==> src/rtl/usb_rootport_pkg.sv <==
package usb_rootport_pkg;
    localparam int unsigned REG_W = 8;

    // field positions inside the register byte
    localparam int unsigned B_EN       = 0;
    localparam int unsigned B_EN_CHG   = 1;
    localparam int unsigned B_CONN     = 2;
    localparam int unsigned B_CONN_CHG = 3;
    localparam int unsigned B_RESUME   = 4;
    localparam int unsigned B_OC       = 5;
    localparam int unsigned B_OC_CHG   = 6;

    // index of each sticky change flag inside the change bank
    localparam int unsigned CHG_N    = 3;
    localparam int unsigned CHG_EN   = 0;
    localparam int unsigned CHG_CONN = 1;
    localparam int unsigned CHG_OC   = 2;

    typedef struct packed {
        logic conn;
        logic oc;
        logic en;
        logic resume;
        logic drain;
        logic pcd;
    } rp_state_t;
endpackage

==> src/rtl/rp_w1c_bank.sv <==
module rp_w1c_bank #(
    parameter int unsigned N = 3
) (
    input  logic         clk,
    input  logic         rst_n,
    input  logic [N-1:0] set_i,
    input  logic [N-1:0] clr_i,
    output logic [N-1:0] q_o
);
    logic [N-1:0] flag_d, flag_q;

    for (genvar i = 0; i < N; i++) begin : g_flag
        // hardware set has priority over the software clear
        always_comb flag_d[i] = set_i[i] | (flag_q[i] & ~clr_i[i]);

        always_ff @(posedge clk or negedge rst_n) begin
            if (!rst_n) flag_q[i] <= 1'b0;
            else        flag_q[i] <= flag_d[i];
        end
    end

    assign q_o = flag_q;
endmodule

==> src/rtl/rp_resume_timer.sv <==
module rp_resume_timer #(
    parameter int unsigned LIMIT = 120000
) (
    input  logic clk,
    input  logic rst_n,
    input  logic run_i,
    input  logic stop_i,
    output logic expired_o
);
    localparam int unsigned CNT_W = $clog2(LIMIT + 1);
    localparam logic [CNT_W-1:0] LAST = CNT_W'(LIMIT - 1);

    logic [CNT_W-1:0] cnt_d, cnt_q;
    logic             exp_d, exp_q;

    always_comb begin
        cnt_d = '0;
        exp_d = 1'b0;
        if (run_i && !stop_i) begin
            cnt_d = (cnt_q == LAST) ? cnt_q : cnt_q + 1'b1;
            exp_d = exp_q | (cnt_q == LAST);
        end
    end

    always_ff @(posedge clk or negedge rst_n) begin
        if (!rst_n) begin
            cnt_q <= '0;
            exp_q <= 1'b0;
        end else begin
            cnt_q <= cnt_d;
            exp_q <= exp_d;
        end
    end

    assign expired_o = exp_q;
endmodule

==> src/rtl/usb_rootport_sc.sv <==
module usb_rootport_sc
    import usb_rootport_pkg::*;
#(
    parameter int unsigned TIMEOUT_CYC = 120000
) (
    input  logic             clk,
    input  logic             rst_n,
    input  logic             port_pwr,
    input  logic             wr_en,
    input  logic [REG_W-1:0] wr_data,
    output logic [REG_W-1:0] rd_data,
    input  logic             ev_connect,
    input  logic             ev_overcur,
    input  logic             ev_jk_suspended,
    input  logic             ev_reset_hs,
    input  logic             ev_fault,
    input  logic             ev_hs_idle,
    output logic             pcd_pulse,
    output logic             resume_timeout
);
    rp_state_t        cur_q, nxt_d;
    logic [CHG_N-1:0] chg_set, chg_clr, chg_q;
    logic [REG_W-1:0] field_w;

    // change-flag events and software clears
    always_comb begin
        chg_set           = '0;
        chg_clr           = '0;
        chg_set[CHG_CONN] = ev_connect != cur_q.conn;
        chg_set[CHG_OC]   = ev_overcur != cur_q.oc;
        chg_set[CHG_EN]   = ev_fault & cur_q.en;
        chg_clr[CHG_CONN] = wr_en & wr_data[B_CONN_CHG];
        chg_clr[CHG_OC]   = wr_en & wr_data[B_OC_CHG];
        chg_clr[CHG_EN]   = wr_en & wr_data[B_EN_CHG];
    end

    // next-state computation
    always_comb begin
        nxt_d      = cur_q;
        nxt_d.conn = ev_connect;
        nxt_d.oc   = ev_overcur;
        nxt_d.pcd  = 1'b0;

        if (ev_fault)                     nxt_d.en = 1'b0;
        else if (ev_reset_hs)             nxt_d.en = 1'b1;
        else if (wr_en && !wr_data[B_EN]) nxt_d.en = 1'b0;

        if (ev_jk_suspended) begin
            nxt_d.resume = 1'b1;
            nxt_d.drain  = 1'b0;
            nxt_d.pcd    = ~cur_q.resume;
        end else if (wr_en && wr_data[B_RESUME] && !cur_q.resume) begin
            nxt_d.resume = 1'b1;
        end else if (cur_q.drain && ev_hs_idle) begin
            nxt_d.resume = 1'b0;
            nxt_d.drain  = 1'b0;
        end else if (wr_en && !wr_data[B_RESUME] && cur_q.resume && !cur_q.drain) begin
            nxt_d.drain  = 1'b1;
        end
    end

    always_ff @(posedge clk or negedge rst_n) begin
        if (!rst_n) cur_q <= '0;
        else        cur_q <= nxt_d;
    end

    rp_w1c_bank #(.N(CHG_N)) u_chg (
        .clk   (clk),
        .rst_n (rst_n),
        .set_i (chg_set),
        .clr_i (chg_clr),
        .q_o   (chg_q)
    );

    rp_resume_timer #(.LIMIT(TIMEOUT_CYC)) u_tmr (
        .clk       (clk),
        .rst_n     (rst_n),
        .run_i     (cur_q.drain),
        .stop_i    (ev_hs_idle | ev_jk_suspended),
        .expired_o (resume_timeout)
    );

    always_comb begin
        field_w             = '0;
        field_w[B_EN]       = cur_q.en;
        field_w[B_EN_CHG]   = chg_q[CHG_EN];
        field_w[B_CONN]     = cur_q.conn;
        field_w[B_CONN_CHG] = chg_q[CHG_CONN];
        field_w[B_RESUME]   = cur_q.resume;
        field_w[B_OC]       = cur_q.oc;
        field_w[B_OC_CHG]   = chg_q[CHG_OC];
        rd_data             = port_pwr ? field_w : '0;
    end

    assign pcd_pulse = cur_q.pcd;
endmodule

==> config.mk <==
export PLATFORM = sky130hd
export DESIGN_NAME = usb_rootport_sc
export DESIGN_NICKNAME = d
export VERILOG_FILES = /design/src/rtl/usb_rootport_pkg.sv /design/src/rtl/rp_w1c_bank.sv /design/src/rtl/rp_resume_timer.sv /design/src/rtl/usb_rootport_sc.sv
export SDC_FILE = /design/constraint.sdc
export NUM_CORES = 1
export LEC_CHECK = 0
export ABC_CLOCK_PERIOD_IN_PS = 1700
export BUFFER_PORTS_ARGS = -buffer_cell sky130_fd_sc_hd__buf_2
export CAP_MARGIN = 20
export CORE_MARGIN = 1.5
export CORE_UTILIZATION = 50
export CTS_BUF_LIST = sky130_fd_sc_hd__clkbuf_8
export DETAILED_ROUTE_END_ITERATION = 8
export PLACE_DENSITY = 0.74
export SLEW_MARGIN = 20
export SYNTH_ARGS = -nofsm -noshare
export SYNTH_HDL_FRONTEND = slang
export SYNTH_SLANG_ARGS = --single-unit
==> constraint.sdc <==
create_clock -name clk -period 1.7 [get_ports clk]
set_input_delay 0.425 -clock clk [delete_from_list [all_inputs] [get_ports clk]]
set_output_delay 0.425 -clock clk [all_outputs]
set_load 0.05 [all_outputs]
=== Yosys cells after proc, flatten, opt, wreduce, memory -nomap -nowiden ===
Cells that the tools add are included.

* Bits of input ports: 18
* Word-level logic and storage cells: 64
* Register bits after elaboration: 27

* Add/subtract/negate cells: 1
* Reduce and logical (&&, ||, !) cells: 17
* Equality and inequality tests: 5
* Muxes and demuxes: 14
* Bitwise gates (word level): 16

{| class="wikitable"
|+ Operators with widths
! cell !! number
|-
| two-way mux 17 bit || 2
|-
| adder 17 x 1 -> 17 bit, second input constant || 1
|-
| equality test 17 bit, second input constant || 1
|-
| two-way mux 1 bit || 10
|-
| nonzero test 3 bit || 3
|-
| logical AND 1 bit || 8
|-
| AND 1 bit || 7
|-
| two-way mux 7 bit || 1
|-
| logical NOT 1 bit || 5
|-
| OR 1 bit || 5
|-
| inequality test 2 bit, second input constant || 2
|-
| inverter 1 bit || 4
|-
| two-way mux 2 bit || 1
|-
| inequality test 1 bit || 2
|-
| AND reduction 2 bit || 1
|}

=== Depth between registers and ports, before layout ===
Gate-level depths: netlist of the first run.

* Depth after elaboration: 8
* Depth in mapped cells: 5
* Depth with buffers taken out: 5

=== Modules after synthesis ===
A second synthesis of the first run with hierarchy kept.

* Cell total of the unflattened synthesis: 142
* Area total of the unflattened synthesis: 1,378.8 µm²

{| class="wikitable"
|+ By module, submodules not included
! module !! area each (µm²) !! cells an instance !! seq. area each (µm²) !! instances
|-
| rp_resume_timer || 940.9 || 100 || 450.4 || 1
|-
| usb_rootport_sc || 329.1 || 33 || 150.1 || 1
|-
| rp_w1c_bank || 108.9 || 9 || 75.1 || 1
|}

=== Worst setup path after synthesis of the first run ===
Ideal clock, no wire load.

* Path kind: register to register
* Start: register u_tmr.cnt_q[0]
* End: register u_tmr.cnt_q[5]
* Arrival time: 1.444 ns
* Path slack: 0.174 ns
* Period minus slack after synthesis: 1.526 ns
* Path buffers: 0
* Data required time: 1.618 ns
* Stages on the path, launching flop included: 6
* Cell sequence: dfrtp_1 ha_1 nand4_1 nor4_4 nand2_2 a31oi_1

* Cells in the longest elaborated chain, start to end: 3
* Elaborated cells on any way between the ends: 5
* Those cells by class: 1 x add/sub; 2 x eq/ne; 2 x mux

{| class="wikitable"
|+ RTL lines
! item !! RTL line !! RTL
|-
| start, declared || rp_resume_timer.sv:13 || <nowiki>logic [CNT_W-1:0] cnt_d, cnt_q;</nowiki>
|-
| start signal, assigned || rp_resume_timer.sv:30 || <nowiki>cnt_q <= cnt_d;</nowiki>
|-
| adder 17 x 1 -> 17 bit || rp_resume_timer.sv:20 || <nowiki>cnt_d = (cnt_q == LAST) ? cnt_q : cnt_q + 1'b1;</nowiki>
|-
| two-way mux 17 bit || rp_resume_timer.sv:20 ||
|-
| two-way mux 17 bit || rp_resume_timer.sv:19 || <nowiki>if (run_i && !stop_i) begin</nowiki>
|}

Parallel ways exist; a longest one is shown, timed or not. The select of a mux whose other input is x is not followed.
A chain may end at the register's enable or synchronous reset.

=== Worst setup path after layout of the first run ===
* Start: register u_tmr.cnt_q[0]
* End: register u_tmr.cnt_q[14]

Same word-level chain as after synthesis.

==> run_results.csv, run 1 <==
group,metric,value,unit
synth,synth_top_cell_area_share,49.1,%
cells_and_area,multi_input_area,661,µm²
setup_path,regToRegSetupSlack,0.11,ns
synth,synth_fa_ha_area_share,0.909,%
setup_path,max_stage_delay,0.41,ns
cells_and_area,layout.area.seq,676,µm²
drt,finalWirelength,2750,µm
drt,num_vias,1139,
drt,dr_wl_met2,1340,µm
global_route,grt_usage,19.2,%
synth,yosysSeqAreaShare,49.1,%
synth,syn-cell-area,1380,µm²
cells_and_area,drive_above_1_share,24.3,%
setup_path,crit_family,"simple AND/OR/NAND/NOR gates",
cells_and_area,final_net_count,193,
setup_path,critPathKind,"flip-flop to flip-flop",
global_route,grt_antenna_before_repair,0,
place,port_buffers,23,
drt,wirelength_met1,1240,µm
place,gp_congestion,0.867,
floorplanning,dieArea,3080,µm²
synth,synthMuxAreaShare,0,%
cells_and_area,syn_to_final_growth,18.0,%
power,ir_drop,0.000457,V
drt,top_layer_used,"met4",
drt,routed_via_density,5.61,
setup_path,crit_fanout,4,
synth,yosys_warnings,0,
drt,first_pass_iters,4,
synth,synth_top_family_by_area,"simple AND/OR/NAND/NOR gates",
floorplanning,core.rowCount,18,
floorplanning,ioPinCount,28,
synth,syn_area_per_cell,9.83,µm²
synth,yosysTopAreaCell,"dfrtp_1",
synth,synth_compound_area_share,8.82,%
synth,synth-seq-cells,27,
timing,period_needed,1.59,ns
floorplanning,fp.dieH,55.5,µm
drt,wl_met3,129,µm
cells_and_area,final_util,63.8,%
cts,hold_buffers,0,
cts,cts_buffer_depth,2,
setup_path,cp_cell_sequence,"ha_1, and4_2, nand3_1, or4_1, a21oi_1",
drt,ant_nets,0,
timing,period_share,93.6,%
timing,hold_viol_final,0,
power,p_leak,0.714,nW
drt,wl_per_cell,13.5,µm
drt,dr.first_iter.drc_count,33,
timing,tightest_slew,0.583,ns
cells_and_area,num_antenna_cells,0,
synth,syn_inst,140,
global_route,grt_pass1_vias,1104,
synth,ys_top_cells_by_area,"dfrtp_1 (49%), xnor2_1 (5.7%), nand2_1 (4.9%)",
timing,final-setup-viol-count,0,
setup_path,crit_slowest_cell,"or4_1",
timing,drv_slew,0,
synth,synthSimpleGateAreaFrac,31.5,%
timing,clock_skew,0.00343,ns
global_route,grt_max_degree,28,
cells_and_area,fill_cells,217,
setup_path,crit_arrival,1.79,ns
timing,worst_slew_margin_rel,61.1,%
global_route,grt_pass1_wl,4800,µm
cts,clock_sinks,27,
flow_run,maxCapViolCount,0,
drt,drc,0,
cts,cts_root_buf,"clkbuf_8",
synth,synth_nets,159,
timing,rsz0062_at_grt,"false",
cts,cts.htree.levels,1,
setup_path,end_kind,"flip-flop",
cts,path_clk_slew,0.09,ns
place,hpwlAfterDp,2090,µm
global_route,grt-ovfl-total,0,
floorplanning,coreArea,2540,µm²
cts,cts_tree,"yes",
cts,clk_latency,0.27,ns
setup_path,critPathLaunchType,"flip-flop",
setup_path,crit_buf_inv,0,
worst_hold_path,min_path_type,"primary input to async pin",
timing,fmax,628,MHz
floorplanning,die_w,55.5,µm
timing,fin_tns_setup,0,ns
setup_path,required,1.90,ns
power,p_per_area,715,nW/µm²
synth,synthXorXnorAreaFrac,6.36,%
floorplanning,initial_utilization,54.1,%
cts,cts-buffers-inserted,3,
outcome,status,"finished clean",
synth,synth.distinct_cells,41,
layout make-up:
| type | instances | area share, % |
|---|---|---|
| Clock inverter | 1 | 0.231 |
| Tap cell | 30 | 2.31 |
| Sequential cell | 27 | 41.6 |
| Clock buffer | 3 | 2.54 |
| Timing Repair Buffer | 32 | 11.2 |
| Multi-Input combinational cell | 104 | 40.7 |
| Inverter | 6 | 1.39 |
through the flow:
stage | power (mW) | instances | setup WS [ns] | area (µm²) | hold WS [ns]
floorplan | 0.767 | 140 | 0.174 | 1380 | 0.129
global placement | 0.817 | 198 | 0.159 | 1570 | 0.443
detailed placement | 0.822 | 198 | 0.124 | 1570 | 0.454
CTS | 1.17 | 202 | 0.0871 | 1620 | 0.168
global route | 1.22 | 203 | 0.00677 | 1620 | 0.195
finish | 1.16 | 203 | 0.108 | 1620 | 0.146
per-layer routing:
metal  up-vias  GRT usage (%)
li1        557              -
met1       541           25.6
met2        35           32.0
met3         6           3.04
met4         0           6.27
met5         -              0
power by group:
| group | internal [mW] | switching (mW) | leakage, nW | total, mW |
|---|---|---|---|---|
| clock | 0.162 | 0.192 | 0.0269 | 0.354 |
| sequential | 0.658 | 0.0109 | 0.356 | 0.669 |
| combinational | 0.0437 | 0.0947 | 0.332 | 0.138 |
| total | 0.863 | 0.298 | 0.714 | 1.16 |
cell usage after synthesis, drive strengths merged:
cell type  count
a31oi          4
o31ai          2
nand2         19
o21ai          3
and2           7
nand4bb        2
a31o           1
nand4b         1
inv            6
nor2          11
nand4          4
a21o           1
or3            2
ha             1
dfrtp         27
xnor2          9
nor3           7
xor2           1
nor3b          2
and3           2
clkbuf         1
nor4           3
nand3b         3
nor2b          1
buf            2
conb           1
o21a           1
and4           1
a22o           1
a21oi          5
nand3          6
a311oi         1
nand2b         1
or4            1
state kept, by name, indices dropped and copies added, names as in the netlist:
register and flops:
u_chg.q_o 3, cur_q 5, u_tmr.cnt_q 17, u_tmr.expired_o 1, pcd_pulse 1
layout by cell type, fill, tap and decap left out, types with 3 or more instances in the layout:
| cell type | Yosys | routed |
|---|---|---|
| dfrtp_1 | 27 | 27 |
| buf_2 | 0 | 23 |
| nand2_1 | 18 | 18 |
| nor2_1 | 11 | 11 |
| xnor2_1 | 9 | 9 |
| buf_4 | 2 | 9 |
| and2_1 | 7 | 7 |
| inv_1 | 6 | 7 |
| nand3_1 | 6 | 6 |
| nor3_1 | 6 | 6 |
| a21oi_1 | 5 | 5 |
| a31oi_1 | 4 | 4 |
| nand4_1 | 3 | 3 |
| nand3b_1 | 3 | 3 |
| clkbuf_8 | 0 | 3 |
logic make-up after synthesis:
family          after synthesis
compound gates               19
xor+xnor                     10
fa+ha+maj                     1
buf+inv                       9
flops                        27
other cells                   1
simple gates                 73
what timing repair did:
action	in CTS	in global routing
gates resized for setup	0	1
buffers inserted	0	1
setup endpoints to repair	0	6
worst paths after layout:
check                               startpoint               to  depth (start not counted)
worst max-delay path            u_tmr.cnt_q[0]  u_tmr.cnt_q[14]                          5
worst min-delay path                     rst_n   u_tmr.cnt_q[6]                          1
worst max register to register  u_tmr.cnt_q[0]  u_tmr.cnt_q[14]                          5
worst min register to register    u_chg.q_o[1]     u_chg.q_o[1]                          2
max in group asynchronous                rst_n     u_chg.q_o[0]                          1
min in group clk                    ev_connect         cur_q[5]                          1
worst register-to-register path, cell delays in order (launching register included):
cell and delay, ns:
dfrtp_1 0.37, ha_1 0.21, and4_2 0.29, nand3_1 0.10
or4_1 0.41, a21oi_1 0.15
No activity file was read; power rests on OpenSTA's default activity.
==> run 2, diff against run 1 <==
- PLACE_DENSITY: 0.74 -> 0.78
==> run 2 against run 1 <==
  * Critical endpoint is now u_tmr.cnt_q[3]
  * Largest cell class unchanged
  * Wire length shrank 2.2%
  * Combinational power is essentially flat
  * Global-route usage shrank 0.40 points
  * Die area is the same
==> run_results.csv, run 2 (same netlist as run 1, synthesis figures left out) <==
group,metric,value,unit
setup_path,critPathKind,"flip-flop to flip-flop",
global_route,busiest_layer,"met2",
timing,hold_viol_final,0,
setup_path,end_kind,"flip-flop",
drt,drc,0,
global_route,grt_antenna_before_repair,0,
cells_and_area,layout_commonest_cell,"dfrtp_1",
cts,cts_tree,"yes",
setup_path,crit_fanout,7,
timing,rsz0062_at_grt,"true",
cts,cts_buffer_depth,2,
power,p_leak,0.709,nW
drt,first_pass_iters,4,
drt,wl_per_cell,13.3,µm
timing,drv_slew,0,
place,hpwlAfterDp,1950,µm
global_route,met3_usage,2.34,%
global_route,grt_usage,18.8,%
floorplanning,initial_utilization,54.1,%
drt,routed_via_density,5.67,
timing,period_needed,1.61,ns
place,port_buffers,23,
place,pre_cts_slack,0.0854,ns
cells_and_area,final_util,64.1,%
cells_and_area,fin_cells,202,
global_route,met2_usage,32.1,%
floorplanning,ioPinCount,28,
cts,cts_root_buf,"clkbuf_8",
setup_path,crit_arrival,1.82,ns
power,ir_drop,0.000624,V
floorplanning,coreArea,2540,µm²
setup_path,required,1.90,ns
cells_and_area,top_register,"u_tmr.cnt_q",
timing,fmax,620,MHz
power,p_per_area,727,nW/µm²
cts,path_clk_slew,0.10,ns
cts,clock_sinks,27,
cells_and_area,final_net_count,192,
cells_and_area,final_cell_mix,"dfrtp_1 (27), buf_2 (23), nand2_1 (18)",
timing,final-setup-viol-count,0,
power,p_total,1.19,mW
timing,setup_ws,0.0866,ns
drt,dr.first_iter.drc_count,29,
global_route,grt_max_degree,28,
cells_and_area,largest_reg_flops,17,
flow_run,maxCapViolCount,0,
floorplanning,fp.dieH,55.5,µm
cells_and_area,drive_above_1_share,25.0,%
timing,worst_slew_margin_rel,60.3,%
timing,clock_skew,0.00515,ns
cells_and_area,num_antenna_cells,0,
drt,num_vias,1146,
floorplanning,die_w,55.5,µm
cts,cts-buffers-inserted,3,
cells_and_area,fill_cells,210,
global_route,gr-usage-met1,24.0,%
floorplanning,dieArea,3080,µm²
worst_hold_path,min_path_type,"primary input to async pin",
floorplanning,core.rowCount,18,
setup_path,critPathLaunchType,"flip-flop",
cts,clk_latency,0.27,ns
drt,ant_nets,0,
timing,period_share,94.9,%
timing,tightest_slew,0.596,ns
place,gp_congestion,0.904,
place,placed_cells,196,
cells_and_area,syn_to_final_growth,18.5,%
cts,hold_buffers,0,
global_route,grt_pass1_vias,1119,
global_route,grt_pass1_wl,4690,µm
outcome,status,"finished clean",
global_route,grt-ovfl-total,0,
cts,cts.htree.levels,1,
drt,finalWirelength,2690,µm
run 2: changes by cell type in the layout (fill, tap and decap cells not counted), sizes merged:
cell and delta:
buf -1
run 2: power breakdown:
part | total (mW) | switching (mW) | internal (mW)
sequential | 0.668 | 0.0104 | 0.658
combinational | 0.139 | 0.0954 | 0.0437
clock | 0.379 | 0.207 | 0.172
total | 1.19 | 0.313 | 0.874
run 2: repair_timing:
item / CTS / global route
gates resized for setup: 0 / 3
buffers inserted: 0 / 2
endpoints found under the setup margin: 0 / 6
run 2: through the flow:
stage          area [µm²]  hold WS (ns)  TNS [ns]
5_1_grt              1630         0.184    -0.132
6_report             1630         0.142         0
2_1_floorplan        1380         0.129         0
3_5_place_dp         1560         0.455         0
4_1_cts              1610         0.153         0
3_3_place_gp         1560         0.442         0
run 2: layer usage:
| layer | vias to the layer above | wire length (µm) |
|---|---|---|
| met5 | - | 0 |
| met4 | 0 | 24 |
| met3 | 4 | 87 |
| met2 | 26 | 1360 |
| met1 | 560 | 1220 |
| li1 | 556 | - |
run 2: final cells by class:
class / count / area [µm²] / share of cell area, %
Timing Repair Buffer: 31 / 179 / 11.0
Sequential cell: 27 / 676 / 41.4
Tap cell: 30 / 37.5 / 2.30
Multi-Input combinational cell: 104 / 667 / 40.9
Clock buffer: 3 / 41.3 / 2.53
Inverter: 6 / 22.5 / 1.38
Clock inverter: 1 / 8.76 / 0.537
run 2: critical path, stage by stage, from the launching register on:
cell	delay, ns
dfrtp_1	0.36
ha_1	0.20
nand4_1	0.27
nor4_4	0.31
buf_6	0.17
nand2_2	0.07
a31oi_1	0.16
run 2: path summary, 6_finish.rpt:
path                                startpoint  slack (ns)  cells after the start              end
min in group clk                    ev_overcur        0.28                      1         cur_q[4]
worst max register to register  u_tmr.cnt_q[0]        0.09                      6   u_tmr.cnt_q[3]
worst max-delay path            u_tmr.cnt_q[0]        0.09                      6   u_tmr.cnt_q[3]
worst min register to register    u_chg.q_o[2]        0.47                      2     u_chg.q_o[2]
worst min-delay path                     rst_n        0.14                      1     u_chg.q_o[2]
max in group asynchronous                rst_n        1.16                      1  u_tmr.cnt_q[13]
==> run 3, diff against run 2 <==
==> constraint.sdc (replaced) <==
create_clock -name clk -period 1.7 [get_ports clk]
set_input_delay 0 -clock clk [delete_from_list [all_inputs] [get_ports clk]]
set_output_delay 0 -clock clk [all_outputs]
set_load 0.05 [all_outputs]
==> run 3 against run 2 <==
  * First-iteration DRC count down 24%
  * Cell area up 3.8%
  * Worst setup slack better by 0.019 ns
  * Sequential share of layout area down 1.5 points
  * Worst hold slack worse by 0.12 ns
  * Via count down 1.4%
  * Combinational power up 13%
==> run_results.csv, run 3 (same netlist as run 1, synthesis figures left out) <==
group,metric,value,unit
setup_path,critPathCapture,"u_tmr.cnt_q[14]",
setup_path,reg2reg_depth,5,
setup_path,crit_fanout,4,
cts,cts.htree.levels,1,
global_route,grt_antenna_before_repair,0,
floorplanning,fp.dieH,55.5,µm
floorplanning,ioPinCount,28,
setup_path,critPathLaunch,"u_tmr.cnt_q[0]",
timing,drv_slew,0,
drt,dr.first_iter.drc_count,22,
power,p_leak,0.735,nW
drt,finalWirelength,2760,µm
drt,drc,0,
cells_and_area,largest_reg_flops,17,
floorplanning,coreArea,2540,µm²
power,p_per_area,702,nW/µm²
flow_run,maxCapViolCount,0,
power,ir_drop,0.000625,V
power,seq_power_share,56.2,%
setup_path,r2r-start,"u_tmr.cnt_q[0]",
global_route,grt-ovfl-total,0,
cts,clk_latency,0.27,ns
cells_and_area,syn_to_final_growth,23.1,%
setup_path,timing.rr.end,"u_tmr.cnt_q[14]",
global_route,grt_pass1_wl,4780,µm
place,gp_congestion,0.889,
floorplanning,dieArea,3080,µm²
power,p_total,1.19,mW
setup_path,critPathKind,"flip-flop to flip-flop",
timing,fmax,627,MHz
setup_path,max_stage_delay,0.41,ns
cts,path_clk_slew,0.09,ns
cts,cts_tree,"yes",
power,netSwitchingFraction,25.9,%
timing,hold_viol_final,0,
cts,cts_buffer_depth,2,
worst_hold_path,min_path_type,"primary input to flip-flop",
setup_path,end_kind,"flip-flop",
timing,clock_skew,0.000885,ns
floorplanning,die_w,55.5,µm
cells_and_area,num_antenna_cells,0,
drt,wl_per_cell,13.2,µm
cts,cts_root_buf,"clkbuf_8",
global_route,grt_max_degree,28,
power,pwr-share-clk,30.6,%
timing,tightest_slew,0.599,ns
setup_path,critPathLaunchType,"flip-flop",
cts,clock_sinks,27,
floorplanning,core.rowCount,18,
setup_path,required,1.90,ns
timing,final-setup-viol-count,0,
setup_path,cp_cell_sequence,"ha_2, and4_1, nand3_1, or4_1, a21oi_1",
place,hpwlAfterDp,2000,µm
global_route,grt_usage,19.2,%
cells_and_area,final_net_count,199,
drt,num_vias,1130,
outcome,status,"finished clean",
drt,first_pass_iters,4,
cells_and_area,drive_above_1_share,22.3,%
power,power.internal,0.881,mW
floorplanning,initial_utilization,54.1,%
cts,cts-buffers-inserted,3,
setup_path,crit_arrival,1.80,ns
drt,routed_via_density,5.41,
cells_and_area,final_cell_mix,"dfrtp_1 (27), buf_2 (23), nand2_1 (18)",
place,port_buffers,23,
cells_and_area,layout_commonest_cell,"dfrtp_1",
timing,worst_slew_margin_rel,60.1,%
global_route,grt_pass1_vias,1140,
setup_path,regToRegSetupSlack,0.11,ns
drt,ant_nets,0,
power,power.switching,0.308,mW
cells_and_area,fill_cells,197,
timing,period_needed,1.59,ns
timing,rsz0062_at_grt,"false",
setup_path,crit_slowest_cell,"or4_1",
power,combPwrFrac,13.2,%
timing,period_share,93.8,%
cells_and_area,top_register,"u_tmr.cnt_q",
timing,fin_tns_setup,0,ns
[run 3: power groups by stage]
| stage | Combinational (mW) | Sequential (mW) | Clock [mW] |
|---|---|---|---|
| after CTS | 0.158 | 0.668 | 0.369 |
| after global routing | 0.171 | 0.671 | 0.391 |
| after global placement | 0.137 | 0.680 | 0 |
| final | 0.157 | 0.668 | 0.364 |
| after detailed placement | 0.141 | 0.681 | 0 |
| after floorplan | 0.0858 | 0.681 | 0 |
[run 3: worst max-delay path: cells and delay by family, from the launching register on]
family | cells | cell delay [ns]
AOI/OAI and AO/OA | 1 | 0.15
and+or+nand+nor | 3 | 0.79
DFF | 1 | 0.36
adders and majority gates | 1 | 0.21
[run 3: per-layer routing]
metal  GRT usage, %  up-vias  part of all wire (%)
met5              0        -                     0
met2           32.1       18                    50
li1               -      565                     -
met1           24.8      540                    46
met4           7.32        0                   1.4
met3           3.28        7                   2.7
[run 3: worst min-delay path by stage]
stage	slack [ns]	cells past startpoint	start	end
final	0.03	3	wr_data[1]	u_chg.q_o[0]
after global routing	0.03	3	wr_data[1]	u_chg.q_o[0]
after CTS	0.01	3	wr_data[1]	u_chg.q_o[0]
after detailed placement	0.04	1	rst_n	u_chg.q_o[2]
after global placement	0.03	1	rst_n	u_chg.q_o[2]
after floorplan	-0.30	0	rst_n	cur_q[1]
[run 3: cell type report]
type	instances	area [µm²]	share of cell area [%]
Sequential cell	27	676	39.9
Multi-Input combinational cell	104	662	39.1
Timing Repair Buffer	38	250	14.8
Clock buffer	3	41.3	2.44
Tap cell	30	37.5	2.22
Inverter	6	22.5	1.33
Clock inverter	1	5.00	0.295
[run 3: repair_timing]
item                                    4_1_cts  5_1_grt
setup buffers                                 0        0
resized for setup                             0        1
endpoints found under the hold margin        35        0
endpoints found under the setup margin        0        6
hold buffers                                  9        0
[run 3: stage by stage]
stage / utilization [%] / std cells / hold slack, ns / cell area (µm²) / worst slack, ns
floorplan: - / 140 / -0.296 / 1380 / 0.174
global placement: 61.1 / 196 / 0.0320 / 1560 / 0.130
detailed placement: 61.1 / 196 / 0.0432 / 1560 / 0.109
CTS: 66.5 / 209 / 0.00977 / 1690 / 0.0805
global route: 66.6 / 209 / 0.0296 / 1690 / 0.00178
finish: 66.6 / 209 / 0.0263 / 1690 / 0.106
